$ cat src/rtl/psh_pkg.sv
package psh_pkg;

   // Lane layouts the shifter understands.
   typedef enum logic [1:0] {
      LCFG_FULL  = 2'd0,
      LCFG_HALF  = 2'd1,
      LCFG_CHUNK = 2'd2
   } lane_cfg_e;

endpackage

$ cat src/rtl/psh_lane_decode.sv
module psh_lane_decode
   import psh_pkg::*;
#(
   parameter int unsigned N_CHUNKS = 4,
   localparam int unsigned CUT_W = N_CHUNKS - 1
) (
   input  logic [CUT_W-1:0] part_i,
   output lane_cfg_e        cfg_o
);

   // Only the middle cut set: the word splits into two halves.
   localparam logic [CUT_W-1:0] HALF_CODE = CUT_W'(1) << (N_CHUNKS / 2 - 1);

   always_comb begin
      if (part_i == '1)
         cfg_o = LCFG_CHUNK;
      else if (part_i == HALF_CODE)
         cfg_o = LCFG_HALF;
      else
         cfg_o = LCFG_FULL;   // undefined codes fold onto one lane
   end

endmodule

$ cat src/rtl/psh_amount.sv
module psh_amount
   import psh_pkg::*;
#(
   parameter int unsigned CHUNK_W  = 4,
   parameter int unsigned N_CHUNKS = 4,
   localparam int unsigned WIDTH = CHUNK_W * N_CHUNKS,
   localparam int unsigned SHW   = $clog2(WIDTH)
) (
   input  logic [WIDTH-1:0]                opb_i,
   input  logic                            scalar_i,
   input  lane_cfg_e                       cfg_i,
   output logic [SHW:0]                    lane_w_o,
   output logic [N_CHUNKS-1:0][SHW-1:0]    amt_o
);

   localparam logic [SHW:0] W_FULL  = (SHW+1)'(WIDTH);
   localparam logic [SHW:0] W_HALF  = (SHW+1)'(WIDTH / 2);
   localparam logic [SHW:0] W_CHUNK = (SHW+1)'(CHUNK_W);

   logic [SHW-1:0] lane_mask;

   always_comb begin
      unique case (cfg_i)
         LCFG_CHUNK: lane_w_o = W_CHUNK;
         LCFG_HALF:  lane_w_o = W_HALF;
         default:    lane_w_o = W_FULL;
      endcase
   end

   // Lane widths are powers of two, so width-1 is a contiguous mask.
   assign lane_mask = lane_w_o[SHW-1:0] - SHW'(1);

   for (genvar c = 0; c < N_CHUNKS; c++) begin : g_chunk
      localparam int unsigned LO_CHUNK = c * CHUNK_W;
      localparam int unsigned LO_HALF  = (c >= N_CHUNKS / 2) ? WIDTH / 2 : 0;

      logic [WIDTH-1:0] src;
      logic [SHW-1:0]   amt_c;

      always_comb begin
         if (scalar_i)
            src = opb_i;
         else begin
            unique case (cfg_i)
               LCFG_CHUNK: src = opb_i >> LO_CHUNK;
               LCFG_HALF:  src = opb_i >> LO_HALF;
               default:    src = opb_i;
            endcase
         end
         amt_c = src[SHW-1:0] & lane_mask;
      end

      assign amt_o[c] = amt_c;

      always_comb begin
         p_amt_below_lane_r5: assert ({1'b0, amt_o[c]} < lane_w_o)
            else $error("lane count %0d not below lane width %0d", amt_o[c], lane_w_o);
         if (scalar_i && c > 0)
            p_scalar_uniform_r6: assert (amt_o[c] == amt_o[0])
               else $error("common mode gave differing counts");
      end
   end

endmodule

$ cat src/rtl/psh_stage.sv
module psh_stage #(
   parameter int unsigned WIDTH = 16,
   parameter int unsigned STAGE = 0,
   localparam int unsigned SHW  = $clog2(WIDTH),
   localparam int unsigned DIST = 1 << STAGE
) (
   input  logic [WIDTH-1:0]            din_i,
   input  logic [WIDTH-1:0]            step_i,
   input  logic [WIDTH-1:0][SHW-1:0]   pos_i,
   input  logic [SHW:0]                lane_w_i,
   input  logic                        dir_right_i,
   output logic [WIDTH-1:0]            dout_o
);

   localparam logic [SHW:0] DIST_V = (SHW+1)'(DIST);

   for (genvar j = 0; j < WIDTH; j++) begin : g_bit
      logic from_lo;
      logic from_hi;

      // Source below: valid only if it sits in the same lane.
      if (j >= DIST) begin : g_lo
         assign from_lo = din_i[j-DIST] & ({1'b0, pos_i[j]} >= DIST_V);
      end else begin : g_lo_edge
         assign from_lo = 1'b0;
      end

      // Source above: valid only if it stays below the lane top.
      if (j + DIST < WIDTH) begin : g_hi
         assign from_hi = din_i[j+DIST] & (({1'b0, pos_i[j]} + DIST_V) < lane_w_i);
      end else begin : g_hi_edge
         assign from_hi = 1'b0;
      end

      assign dout_o[j] = step_i[j] ? (dir_right_i ? from_hi : from_lo) : din_i[j];
   end

endmodule

$ cat src/rtl/psh_shifter.sv
module psh_shifter
   import psh_pkg::*;
#(
   parameter int unsigned CHUNK_W  = 4,
   parameter int unsigned N_CHUNKS = 4,
   localparam int unsigned WIDTH = CHUNK_W * N_CHUNKS,
   localparam int unsigned CUT_W = N_CHUNKS - 1
) (
   input  logic [WIDTH-1:0] opa_i,
   input  logic [WIDTH-1:0] opb_i,
   input  logic [CUT_W-1:0] part_i,
   input  logic             dir_right_i,
   input  logic             scalar_i,
   output logic [WIDTH-1:0] result_o
);

   localparam int unsigned SHW   = $clog2(WIDTH);
   localparam int unsigned HALF  = WIDTH / 2;

   // Elaboration-time parameter checks.
   if ((CHUNK_W < 2) || ((CHUNK_W & (CHUNK_W - 1)) != 0)) begin : g_bad_chunk
      $error("CHUNK_W must be a power of two of at least 2");
   end
   if ((N_CHUNKS < 2) || ((N_CHUNKS & (N_CHUNKS - 1)) != 0)) begin : g_bad_count
      $error("N_CHUNKS must be a power of two of at least 2");
   end

   lane_cfg_e                      cfg;
   logic [SHW:0]                   lane_w;
   logic [SHW-1:0]                 lane_mask;
   logic [N_CHUNKS-1:0][SHW-1:0]   amt;
   logic [WIDTH-1:0][SHW-1:0]      pos;
   logic [SHW-1:0][WIDTH-1:0]      step;
   logic [SHW:0][WIDTH-1:0]        stage_data;

   psh_lane_decode #(
      .N_CHUNKS (N_CHUNKS)
   ) u_decode (
      .part_i (part_i),
      .cfg_o  (cfg)
   );

   psh_amount #(
      .CHUNK_W  (CHUNK_W),
      .N_CHUNKS (N_CHUNKS)
   ) u_amount (
      .opb_i    (opb_i),
      .scalar_i (scalar_i),
      .cfg_i    (cfg),
      .lane_w_o (lane_w),
      .amt_o    (amt)
   );

   assign lane_mask = lane_w[SHW-1:0] - SHW'(1);

   // Offset of every bit inside its own lane.
   for (genvar j = 0; j < WIDTH; j++) begin : g_pos
      assign pos[j] = SHW'(j) & lane_mask;
   end

   // Per-bit stage enables from the owning chunk's count.
   for (genvar s = 0; s < SHW; s++) begin : g_step
      for (genvar j = 0; j < WIDTH; j++) begin : g_bit
         assign step[s][j] = amt[j / CHUNK_W][s];
      end
   end

   assign stage_data[0] = opa_i;

   for (genvar s = 0; s < SHW; s++) begin : g_stage
      psh_stage #(
         .WIDTH (WIDTH),
         .STAGE (s)
      ) u_stage (
         .din_i       (stage_data[s]),
         .step_i      (step[s]),
         .pos_i       (pos),
         .lane_w_i    (lane_w),
         .dir_right_i (dir_right_i),
         .dout_o      (stage_data[s+1])
      );
   end

   assign result_o = stage_data[SHW];

   // ---------------- assertions ----------------
   always_comb begin
      if (opa_i == '0)
         p_zero_data_r8: assert (result_o == '0)
            else $error("zero data produced %h", result_o);
      if (amt == '0)
         p_zero_count_r8: assert (result_o == opa_i)
            else $error("zero counts changed data %h -> %h", opa_i, result_o);
      if (cfg == LCFG_FULL)
         p_full_no_gain_r7: assert ($countones(result_o) <= $countones(opa_i))
            else $error("single lane gained set bits");
   end

   for (genvar h = 0; h < 2; h++) begin : g_half_chk
      always_comb begin
         if (cfg == LCFG_HALF)
            p_half_no_leak_r7: assert ($countones(result_o[h*HALF +: HALF])
                                       <= $countones(opa_i[h*HALF +: HALF]))
               else $error("half lane %0d received foreign bits", h);
      end
   end

   for (genvar c = 0; c < N_CHUNKS; c++) begin : g_chunk_chk
      always_comb begin
         if (cfg == LCFG_CHUNK)
            p_chunk_no_leak_r7: assert ($countones(result_o[c*CHUNK_W +: CHUNK_W])
                                        <= $countones(opa_i[c*CHUNK_W +: CHUNK_W]))
               else $error("chunk lane %0d received foreign bits", c);
      end
   end

endmodule

$ cat config.mk
export PLATFORM = sky130hd
export DESIGN_NAME = psh_shifter
export DESIGN_NICKNAME = d
export VERILOG_FILES = /design/src/rtl/psh_pkg.sv /design/src/rtl/psh_lane_decode.sv /design/src/rtl/psh_amount.sv /design/src/rtl/psh_stage.sv /design/src/rtl/psh_shifter.sv
export SDC_FILE = /design/constraint.sdc
export NUM_CORES = 1
export LEC_CHECK = 0
export BUFFER_PORTS_ARGS = -buffer_cell sky130_fd_sc_hd__buf_2
export CAP_MARGIN = 20
export CORE_MARGIN = 10
export CORE_UTILIZATION = 34
export DETAILED_ROUTE_END_ITERATION = 6
export RECOVER_POWER = 25
export SYNTH_ARGS = -nofsm -noshare
export SYNTH_HDL_FRONTEND = slang
export SYNTH_SLANG_ARGS = --single-unit
export TNS_END_PERCENT = 50
$ cat constraint.sdc
create_clock -name vclk -period 2.1
set_input_delay 0 -clock vclk [all_inputs]
set_output_delay 0 -clock vclk [all_outputs]
set_load 0.02 [all_outputs]
Word-level counts from Yosys, hierarchy flattened. Index checks and enable logic that the tools add are counted.

Register bits after elaboration: 0. Output and inout port bits: 16. Word-level logic and storage cells: 388.

Magnitude comparators: 98. Bitwise gates (word level): 102. Multiplexer cells: 137. Equality and inequality tests: 4. $add $sub $neg: 46. Reductions and logical operators: 1.

Operators with widths (number): 5-bit < comparator (45); 1-bit two-way mux (129); 1-bit AND (98); 4-bit by 1-bit adder with 5-bit output, second input constant (7); 4-bit by 1-bit >= comparator with 1-bit output, second input constant (8); 4-bit by 2-bit >= comparator with 1-bit output, second input constant (8); 4-bit by 3-bit >= comparator with 1-bit output, second input constant (8); 4-bit >= comparator, second input constant (8); 4-bit by 2-bit adder with 5-bit output, second input constant (6); 3-bit by 4-bit adder with 5-bit output, second input constant (4); 4-bit by 3-bit adder with 5-bit output, second input constant (4); 4-bit two-way mux (5); 3-bit by 1-bit adder with 4-bit output, second input constant (4); 3-bit by 2-bit adder with 4-bit output, second input constant (4); 3-bit by 3-bit adder with 4-bit output, second input constant (4); 4-bit AND (4); 3-bit by 1-bit >= comparator with 1-bit output, second input constant (4); 3-bit by 2-bit >= comparator with 1-bit output, second input constant (4); 3-bit >= comparator, second input constant (4); 2-bit by 4-bit adder with 5-bit output, second input constant (2); 5-bit case mux with 2 select lines (1); 2-bit by 3-bit adder with 4-bit output, second input constant (2); 4-bit case mux with 2 select lines (1); 2-bit by 1-bit adder with 3-bit output, second input constant (2); other kinds (19) (22).

Logic depth before layout (Yosys ltp). Gate-level depths: netlist of the first run.

Depth after elaboration: 20. Depth in mapped cells: 9.

Hierarchy. A second synthesis of the first run with hierarchy kept.

Cell total of the unflattened synthesis: 1072. Area total of the unflattened synthesis: 8304.2 sq um.

Modules (own cells, without submodules): psh_stage at g_stage[0].u_stage (cells an instance 366, instances 1, seq. area each 0.0 sq um, area each 2955.3 sq um); psh_stage at g_stage[1].u_stage (cells an instance 281, instances 1, seq. area each 0.0 sq um, area each 2203.4 sq um); psh_stage at g_stage[2].u_stage (cells an instance 232, instances 1, seq. area each 0.0 sq um, area each 1731.7 sq um); psh_stage at g_stage[3].u_stage (cells an instance 141, instances 1, seq. area each 0.0 sq um, area each 1054.8 sq um); psh_amount (cells an instance 42, instances 1, seq. area each 0.0 sq um, area each 285.3 sq um); psh_shifter (cells an instance 8, instances 1, seq. area each 0.0 sq um, area each 55.1 sq um); psh_lane_decode (cells an instance 2, instances 1, seq. area each 0.0 sq um, area each 18.8 sq um).

Worst setup path after synthesis of the first run. Ideal clock, no wire load.

Path kind: input to output. From: input part_i[1]. To: output result_o[0]. Arrival: 1.916 ns. Slack: 0.184 ns. Path buffers: 1. Required time: 2.100 ns. Stages on the path: 8. Path through: buf_2 nand4b_4 mux2_4 mux2i_2 o211ai_1 o21ai_1 and2_1 o31ai_1.

Cells in the longest elaborated chain, start to end: 20. Elaborated cells between the ends (all ways): 109. Those cells by class: 11 x add/sub; 25 x order compare; 4 x eq/ne; 39 x mux; 29 x bitwise; 1 x reduce/logical.

Ends and longest elaborated chain: start, declared (line psh_shifter.sv:11) `input logic [CUT_W-1:0] part_i,`; 3-bit by 2-bit equality test with 1-bit output (line psh_lane_decode.sv:17) `else if (part_i == HALF_CODE)`; 1-bit two-way mux (line psh_lane_decode.sv:17); 2-bit two-way mux (*) (line psh_lane_decode.sv:15) `if (part_i == '1)`; 2-bit by 1-bit equality test with 1-bit output or 2-bit equality test (tied branches) (line psh_amount.sv:23, psh_amount.sv:44); 5-bit case mux with 2 select lines (line psh_amount.sv:23) `unique case (cfg_i)`; 4-bit by 1-bit subtractor with 4-bit output (line psh_amount.sv:31, psh_shifter.sv:54); 4-bit by 1-bit adder with 5-bit output or 3-bit by 1-bit adder with 4-bit output (tied branches) (line psh_stage.sv:30) `assign from_hi = din_i[j+DIST] & (({1'b0, pos_i[j]} + DIST_V) < lane_w_i);`; 5-bit < comparator (line psh_stage.sv:30); 1-bit AND (line psh_stage.sv:30); 1-bit two-way mux (2 in a row) (line psh_stage.sv:35) `assign dout_o[j] = step_i[j] ? (dir_right_i ? from_hi : from_lo) : din_i[j];`; 1-bit AND (on tied branches) (line psh_stage.sv:23, psh_stage.sv:30); 1-bit two-way mux (2 in a row) (line psh_stage.sv:35); 1-bit AND (on tied branches) (line psh_stage.sv:30, psh_stage.sv:23); 1-bit two-way mux (2 in a row) (line psh_stage.sv:35); 1-bit AND (line psh_stage.sv:30); 1-bit two-way mux (line psh_stage.sv:35); 1-bit two-way mux (*) (line psh_stage.sv:35); end, declared (line psh_shifter.sv:14) `output logic [WIDTH-1:0] result_o`.

Mark *: on every way between the ends. The rest lies on a longest branch, timed or not.

Worst setup path after layout of the first run.
From: input scalar_i. To: output result_o[13].

Cells in the longest elaborated chain, start to end: 12. Elaborated cells between the ends (all ways): 32. Those cells by class: 21 x mux; 11 x bitwise.

Ends and longest elaborated chain: start, declared (line psh_shifter.sv:13) `input logic scalar_i,`; 4-bit two-way mux (line psh_amount.sv:41) `if (scalar_i)`; 4-bit AND (line psh_amount.sv:50) `amt_c = src[SHW-1:0] & lane_mask;`; 1-bit two-way mux (line psh_stage.sv:35); 1-bit AND (on tied branches) (line psh_stage.sv:23, psh_stage.sv:30); 1-bit two-way mux (2 in a row) (line psh_stage.sv:35); 1-bit AND (line psh_stage.sv:30); 1-bit two-way mux (2 in a row) (line psh_stage.sv:35); 1-bit AND (line psh_stage.sv:23) `assign from_lo = din_i[j-DIST] & ({1'b0, pos_i[j]} >= DIST_V);`; 1-bit two-way mux (line psh_stage.sv:35); 1-bit two-way mux (*) (line psh_stage.sv:35).

Marked as above.

==> results by group, run 1 <==
GRT
  • Vias in the first global route: ~2300
  • Total congestion overflow: 0
  • Largest net degree at the start of global routing: 31
  • Tot GR Track Use: 15.4%
  • Initial antenna violation count: 0
  • First-pass GRT wire length: 11.5 mm

Floorplan
  • Die X: 93.0 um
  • Ports: 53
  • Starting Density: 35.2%
  • Die H: 93.0 um
  • Core box area: 5140 um^2
  • FP Rows: 26
  • Die area: 8650 um^2

Clocking
  • Post-CTS setup buffer count: 0

Outcome
  • Outcome: complete, no violations

Power
  • Power per Cell Area: 314 nW/um^2
  • Max VDD drop: between 100 and 150 uV
  • P_leak: about 1 nW

Detailed routing
  • Drt pass-1 iters: 5
  • Residual DRC count: 0
  • Iteration-0 DRC Markers: 176
  • WL/cell: approximately 17 um
  • Via count: 2430
  • Drt via density: 5.97
  • Drt total wl: 7.02 mm
  • Post-route antenna net violation count: 0

Logic synthesis
  • Mapped Cells: approximately 280
  • Synth Cell Area: 1810 um^2
  • Top cells by area, synth: mux2i_1 8.8%, nand2_1 7.9%, mux2_2 5.6%
  • Ys Warns: 0
  • Cell variety after synth: 65
  • Yosys top cell area share: 8.84%
  • Synth area leader: mux2i_1
  • Mapped Avg Cell Area: 6.59 um^2
  • Net Count, Synth: 312
  • Most frequent cells after synthesis: 38 x nand2_1, 20 x a21oi_1, 19 x o21ai_0
  • Seq/Total Area, Yosys: 0%
  • Most frequent cell after synthesis: nand2_1

Worst setup path
  • CP max-delay cell: mux2_1
  • Crit. End Element: output port
  • Startpoint Class: input port
  • Cell mode on critical path: buf_2
  • Worst Setup EP: result_o[13]
  • Critical path type: input port to output port
  • Req. time, crit path: 2.10 ns
  • Crit. Startpoint: scalar_i
  • Slowest stage delay, CP: 0.39 ns
  • Crit-path cells: buf_2 > nand2b_2 > o22a_1 > o221ai_4 > mux2_1 > nand2b_1 > o211a_1 > a221o_1 > buf_2
  • CP Max Fanout: 5
  • Arrival time at the worst endpoint: slightly below 2 ns

Layout
  • Cell area after layout: approximately 2400 um^2
  • Clock buffers: 0
  • Ant diodes: 0
  • Layout Utilization: a little under half
  • Layout net count: 376
  • Number of sequential cells: 0
  • Area growth from synthesis to layout: 30.5%
  • Register area: 0 um^2
  • Non-Filler Instances: slightly above 400
  • Share of layout cells above drive strength 1: 33.8%

Flow run
  • Max_cap viols: 0

STA
  • Measured slew at the worst slew-check pin: around 0.53 ns
  • Relative slew slack: 63.8%
  • Final hold vios: 0
  • Max-slew violations: 0
  • Max Freq: 503 MHz
  • RSZ-0062 raised after global routing: false
  • Final setup TNS: 0 ns
  • # setup viols final: 0
  • Final Critical Period: around 2.0 ns
  • Final Worst Setup Slack: approximately 0.11 ns
  • Period utilisation layout: 94.6%

Place
  • DP Cell Count: between 400 and 500
  • Detailed Place HPWL: ~5.7 mm
  • Routability congestion estimate: 0.919
  • Dpl ws: 0.0954 ns
  • Buffers on Ports: 48
  • Placed Instance Area: 2300 um^2

Hold path
  • Hold/Removal Path Class: input port to output port
-- stage by stage --
| stage | hold slack, ns | power, mW |
|---|---|---|
| 3_3_place_gp | 0.549 | 0.712 |
| 4_1_cts | 0.568 | 0.718 |
| 5_1_grt | 0.614 | 0.806 |
| 6_report | 0.575 | 0.742 |
| 3_5_place_dp | 0.562 | 0.714 |
| 2_1_floorplan | 0.333 | 0.463 |
-- kinds of logic after synthesis --
| kind of cell | count (synthesis) | synth area share [%] |
|---|---|---|
| buffers and inverters | 27 | 6.91 |
| xor gates and xnor gates | 2 | 1.38 |
| AOI/OAI and AO/OA | 114 | 43.4 |
| muxes | 31 | 20.0 |
| and+or+nand+nor | 101 | 28.2 |
-- worst max-delay path: cells and delay by family --
family / cells / cell delay, ns
buffers and inverters: 2 / 0.28
multiplexers: 1 / 0.39
AND/OR/NAND/NOR: 2 / 0.38
AO/OA/AOI/OAI: 4 / 0.93
-- per-layer routing --
layer	vias to the layer above	wire length, um	global-route usage, %
met1	1128	3160	20.2
li1	1201	-	-
met4	0	111	2.19
met2	93	3400	27.5
met5	-	0	0
met3	8	349	0.959
-- how the worst min path moves through the flow --
| stage | cells past startpoint | to | from |
|---|---|---|---|
| after floorplan | 4 | result_o[8] | opa_i[0] |
| after global routing | 5 | result_o[7] | opa_i[15] |
| after CTS | 6 | result_o[11] | opb_i[3] |
| final | 6 | result_o[11] | opb_i[3] |
| after detailed placement | 6 | result_o[11] | opb_i[3] |
| after global placement | 6 | result_o[11] | opb_i[3] |
-- final cells by class --
class                      instances  area [um^2]
multi-input combinational        248         1750
tap                               70         87.6
inverter                           9         33.8
timing repair buffer              80          495
fill                             577         2780
-- power by group --
group	internal, mW	switching (mW)	leakage (nW)
Sequential	0	0	0
Clock	0	0	0
Combinational	0.308	0.434	1.03
-- cell usage in the layout (no fill, tap or decap), types with 4 or more instances in the layout --
| cell | netlist | routed |
|---|---|---|
| mux2_2 | 9 | 8 |
| mux2i_1 | 16 | 16 |
| nand3_1 | 14 | 14 |
| buf_2 | 4 | 47 |
| nor2_1 | 17 | 17 |
| buf_4 | 1 | 31 |
| o21ai_0 | 19 | 19 |
| o211ai_1 | 6 | 6 |
| and2_1 | 6 | 6 |
| inv_1 | 9 | 9 |
| nor3_1 | 4 | 4 |
| a31oi_1 | 10 | 10 |
| o31ai_1 | 4 | 4 |
| a21oi_1 | 20 | 18 |
| o22ai_1 | 11 | 10 |
| nand2_1 | 38 | 37 |
| nand3b_1 | 4 | 4 |
| a22oi_1 | 4 | 4 |
-- timing repair --
action,CTS,global route
hold buffers,0,0
setup endpoints to repair,0,12
endpoints found under the hold margin,0,0
resized for setup,0,13
No activity file was read; power rests on OpenSTA's default activity.
==> inputs of run 2 (changes only) <==
RECOVER_POWER = not set   (was 25)
==> results by group, run 2 (synthesis gave the netlist of run 1 again) <==
Power
  • P_leak: 1.03 nW
  • Max VDD drop: 146 uV
  • Power per Cell Area: between 300 and 400 nW/um^2

Hold path
  • Hold Crit Start: opb_i[3]
  • Hold/Removal Path Class: input port to output port

STA
  • Max Freq: around 500 MHz
  • # setup viols final: 0
  • Hold_ws: 0.572 ns
  • Measured slew at the worst slew-check pin: 0.532 ns
  • Final Worst Setup Slack: 0.112 ns
  • Relative slew slack: 64.0%
  • Max-slew violations: 0
  • Final hold vios: 0
  • Period utilisation layout: 94.7%
  • Final Critical Period: 1.99 ns
  • RSZ-0062 raised after global routing: false
  • Final setup TNS: 0 ns

Layout
  • Layout net count: 376
  • Layout Utilization: 46.0%
  • Commonest non-fill, non-tap cell in the layout: buf_2
  • Register area: 0 um^2
  • Clock buffers: 0
  • Non-Filler Instances: slightly above 400
  • Area growth from synthesis to layout: 30.5%
  • Leading cell types in the layout, fill and taps excluded: 47 x buf_2, 37 x nand2_1, 31 x buf_4, 19 x o21ai_0, 18 x a21oi_1
  • Share of layout cells above drive strength 1: 34.1%
  • Number of sequential cells: 0
  • Ant diodes: 0

Flow run
  • Max_cap viols: 0

Floorplan
  • FP Rows: 26
  • Die H: 93.0 um
  • Die area: a little under 9000 um^2
  • Starting Density: 35.2%
  • Die X: just over 90 um
  • Core box area: 5140 um^2
  • Ports: 53

Detailed routing
  • Drt via density: 5.97
  • Drt total wl: 7.02 mm
  • Via count: approximately 2400
  • Post-route antenna net violation count: 0
  • Drt pass-1 iters: 5
  • Routed wl met2: 3.39 mm
  • WL/cell: 17.2 um
  • WL met3: 356 um
  • Residual DRC count: 0
  • Iteration-0 DRC Markers: 178
  • Routed length on met1: 3.15 mm
  • Top sig layer: met4

Worst setup path
  • Critical path type: input port to output port
  • Arrival time at the worst endpoint: 1.99 ns
  • CP Max Fanout: 10
  • Crit. End Element: output port
  • Startpoint Class: input port
  • Req. time, crit path: 2.10 ns
  • Crit. Startpoint: part_i[0]

GRT
  • First-pass GRT wire length: 11.5 mm
  • Largest net degree at the start of global routing: 31
  • Initial antenna violation count: 0
  • Vias in the first global route: 2330
  • Total congestion overflow: 0
  • Tot GR Track Use: 15.4%

Outcome
  • Outcome: complete, no violations

Place
  • DP Cell Count: 407
  • Dpl ws: 0.0954 ns
  • Detailed Place HPWL: between 5 and 6 mm
  • Routability congestion estimate: 0.919
  • Buffers on Ports: 48

Clocking
  • Post-CTS setup buffer count: 0
==> run 2: cell counts in the layout (fill, tap and decap cells not counted) <==
Identical to the previous run, type by type.
==> run 2: worst max-delay path, stage by stage <==
cell and delay (ns):
clkbuf_4 0.21, nand4b_4 0.17, mux2_4 0.40, mux2i_2 0.27
o22ai_1 0.13, a211oi_2 0.20, a21oi_1 0.10, a221o_1 0.34
buf_2 0.16
==> run 2: path summary, 6_finish.rpt <==
path,to,slack [ns],cells after the start
setup / recovery,result_o[2],0.11,9
hold / removal,result_o[11],0.57,6
==> run 2: stage by stage <==
step | total power [mW] | cell area, um^2
after floorplan | 0.463 | 1810
after global placement | 0.712 | 2300
after detailed placement | 0.714 | 2300
after CTS | 0.718 | 2300
after global routing | 0.806 | 2360
final | 0.744 | 2360
==> run 2: cell type report <==
| type | instances | area [um^2] |
|---|---|---|
| Multi-Input combinational cell | 248 | 1750 |
| Inverter | 9 | 33.8 |
| Timing Repair Buffer | 80 | 495 |
| Tap cell | 70 | 87.6 |
| Fill cell | 577 | 2780 |
==> run 2: what timing repair did <==
item                                    4_1_cts  5_1_grt
gates resized for setup                       0       13
hold buffers                                  0        0
endpoints found under the setup margin        0       12
==> run 2: metal layers <==
layer  vias up  track usage [%]
li1       1202                -
met1      1135             20.2
met2        86             27.5
met3         8            0.959
met4         0             2.19
met5         -                0
==> run 2: where the power goes <==
part | switching (mW) | total, mW | internal [mW] | leakage (nW)
registers | 0 | 0 | 0 | 0
logic | 0.435 | 0.744 | 0.309 | 1.03
clock network | 0 | 0 | 0 | 0
total | 0.435 | 0.744 | 0.309 | 1.03
==> inputs of run 3 (changes only) <==
--- a/config.mk
+++ b/config.mk
@@ -11,4 +11,5 @@
 export CORE_UTILIZATION = 34
 export DETAILED_ROUTE_END_ITERATION = 6
+export SKIP_LAST_GASP = 1
 export SYNTH_ARGS = -nofsm -noshare
 export SYNTH_HDL_FRONTEND = slang
==> constraint.sdc (replaced) <==
create_clock -name vclk -period 2.1
set_input_delay 0.21 -clock vclk [all_inputs]
set_output_delay 0.21 -clock vclk [all_outputs]
set_load 0.02 [all_outputs]
==> results by group, run 3 (synthesis gave the netlist of run 1 again) <==
Worst setup path
  • Req. time, crit path: 1.89 ns
  • CP Max Fanout: 7
  • Cell mode on critical path: buf_12
  • Critical path type: input port to output port
  • Slowest stage delay, CP: about 0.29 ns
  • Startpoint Class: input port
  • Crit-path cells: buf_12 > buf_12 > xnor2_4 > buf_6 > buf_4 > a21oi_2 > a31oi_1 > a22o_1 > o21ai_0 > a221o_1 > buf_2
  • Crit. End Element: output port
  • CP max-delay cell: a31oi_1
  • Arrival time at the worst endpoint: roughly 2.1 ns

Outcome
  • Failing checks: negative setup slack
  • Outcome: complete, but fails checks

GRT
  • Initial antenna violation count: 0
  • Tot GR Track Use: a little under a fifth
  • Vias in the first global route: 2825
  • Total congestion overflow: 0
  • First-pass GRT wire length: 13.9 mm
  • Largest net degree at the start of global routing: 13

STA
  • Measured slew at the worst slew-check pin: 0.419 ns
  • RSZ-0062 raised after global routing: true
  • Final Critical Period: around 2.3 ns
  • Max Freq: 431 MHz
  • Relative slew slack: 71.8%
  • Final Worst Setup Slack: -0.220 ns
  • # setup viols final: 16
  • Period utilisation layout: 110%
  • Max-slew violations: 0
  • Final hold vios: 0

Place
  • DP Cell Count: 456
  • Detailed Place HPWL: 6.55 mm
  • Dpl ws: -0.385 ns
  • Routability congestion estimate: a little over 0.9
  • Buffers on Ports: 48

Detailed routing
  • WL/cell: 18.6 um
  • Iteration-0 DRC Markers: 229
  • Via count: roughly 2800
  • Residual DRC count: 0
  • Drt via density: around 6
  • Post-route antenna net violation count: 0
  • Drt pass-1 iters: 4
  • Drt total wl: 8.78 mm

Hold path
  • Hold/Removal Path Class: input port to output port
  • Hold Path End: result_o[7]
  • Hold path depth: 5
  • Hold Crit Start: opa_i[15]

Power
  • Pint: 523 uW
  • Clock power frac: 0%
  • Sequential share of power: 0%
  • Switching Fraction: 51.9%
  • Power per Cell Area: 322 nW/um^2
  • Max VDD drop: 215 uV
  • Net Switching: 564 uW
  • P_leak: 1.46 nW
  • Logic pwr share: 100.0%

Layout
  • Clock buffers: 0
  • Non-Filler Instances: 471
  • Layout net count: 440
  • Ant diodes: 0
  • Multi-input gate area: 2130 um^2
  • Fill cells: between 400 and 500
  • Register area: 0 um^2
  • Share of layout cells above drive strength 1: 54.4%
  • Leading cell types in the layout, fill and taps excluded: 87 x buf_4, 36 x nand2_1, 35 x buf_2, 18 x o21ai_0
  • Commonest non-fill, non-tap cell in the layout: buf_4
  • Area growth from synthesis to layout: 86.5%
  • Number of sequential cells: 0

Floorplan
  • Ports: between 50 and 60
  • Die area: ~8600 um^2
  • FP Rows: 26
  • Core box area: 5140 um^2
  • Die X: 93.0 um
  • Die H: 93.0 um
  • Starting Density: 35.2%

Flow run
  • Max_cap viols: 0

Clocking
  • Hold_buf cts: 0
-- run 3: changes by cell type in the layout (fill, tap and decap cells not counted), moves of 5 or more --
cell	change
buf_4	+56
buf_6	+16
buf_2	-12
a21oi_1	-7
a21oi_2	+5
buf_12	+5
mux2_2	-5
mux2_4	+5
mux2i_1	-5
mux2i_4	+5
o22ai_1	-5
o22ai_2	+5
-- run 3: cell type report --
type / instances / share of cell area (%)
Multi-Input combinational cell: 248 / 62.9
Inverter: 9 / 1.11
Tap cell: 70 / 2.59
Timing Repair Buffer: 144 / 33.4
-- run 3: stage by stage --
stage | instance area (um^2) | total power [mW] | util, % | hold WS, ns | setup TNS [ns]
floorplan | 1900 | 0.498 | - | 0.750 | -0.139
global placement | 2800 | 0.849 | 54.4 | 1.00 | -4.07
detailed placement | 2800 | 0.853 | 54.4 | 1.01 | -4.55
CTS | 3200 | 1.00 | 62.2 | 1.02 | -2.35
global route | 3380 | 1.16 | 65.7 | 1.04 | -3.85
finish | 3380 | 1.09 | 65.7 | 1.03 | -2.55
-- run 3: power groups by stage --
stage / clock [mW] / combinational [mW] / sequential (mW)
floorplan: 0 / 0.498 / 0
global placement: 0 / 0.849 / 0
detailed placement: 0 / 0.853 / 0
CTS: 0 / 1.00 / 0
global route: 0 / 1.16 / 0
finish: 0 / 1.09 / 0
-- run 3: metal layers --
layer	up-vias	track usage, %	wire length (um)
met3	31	2.80	579
met1	1321	23.1	3660
met4	0	8.10	363
met5	-	0	0
met2	130	32.7	4170
li1	1336	-	-
-- run 3: critical path, delay by kind of cell --
kind                      cells  cell delay (ns)
AOI/OAI and AO/OA             5             0.98
buffers and inverters         5             0.68
xor gates and xnor gates      1             0.25
-- run 3: how the worst max path moves through the flow --
stage                         start      endpoint  cells after the start
after floorplan           part_i[2]   result_o[4]                      8
after global placement    part_i[0]   result_o[0]                     10
after detailed placement  part_i[0]   result_o[0]                     10
after CTS                 part_i[0]   result_o[3]                     10
after global routing      part_i[0]  result_o[13]                     11
final                     part_i[0]  result_o[13]                     11
-- run 3: what timing repair did --
action | in CTS | in global routing
setup buffers | 12 | 6
resized for setup | 71 | 29
endpoints found under the setup margin | 16 | 16
pin swaps | 33 | 15
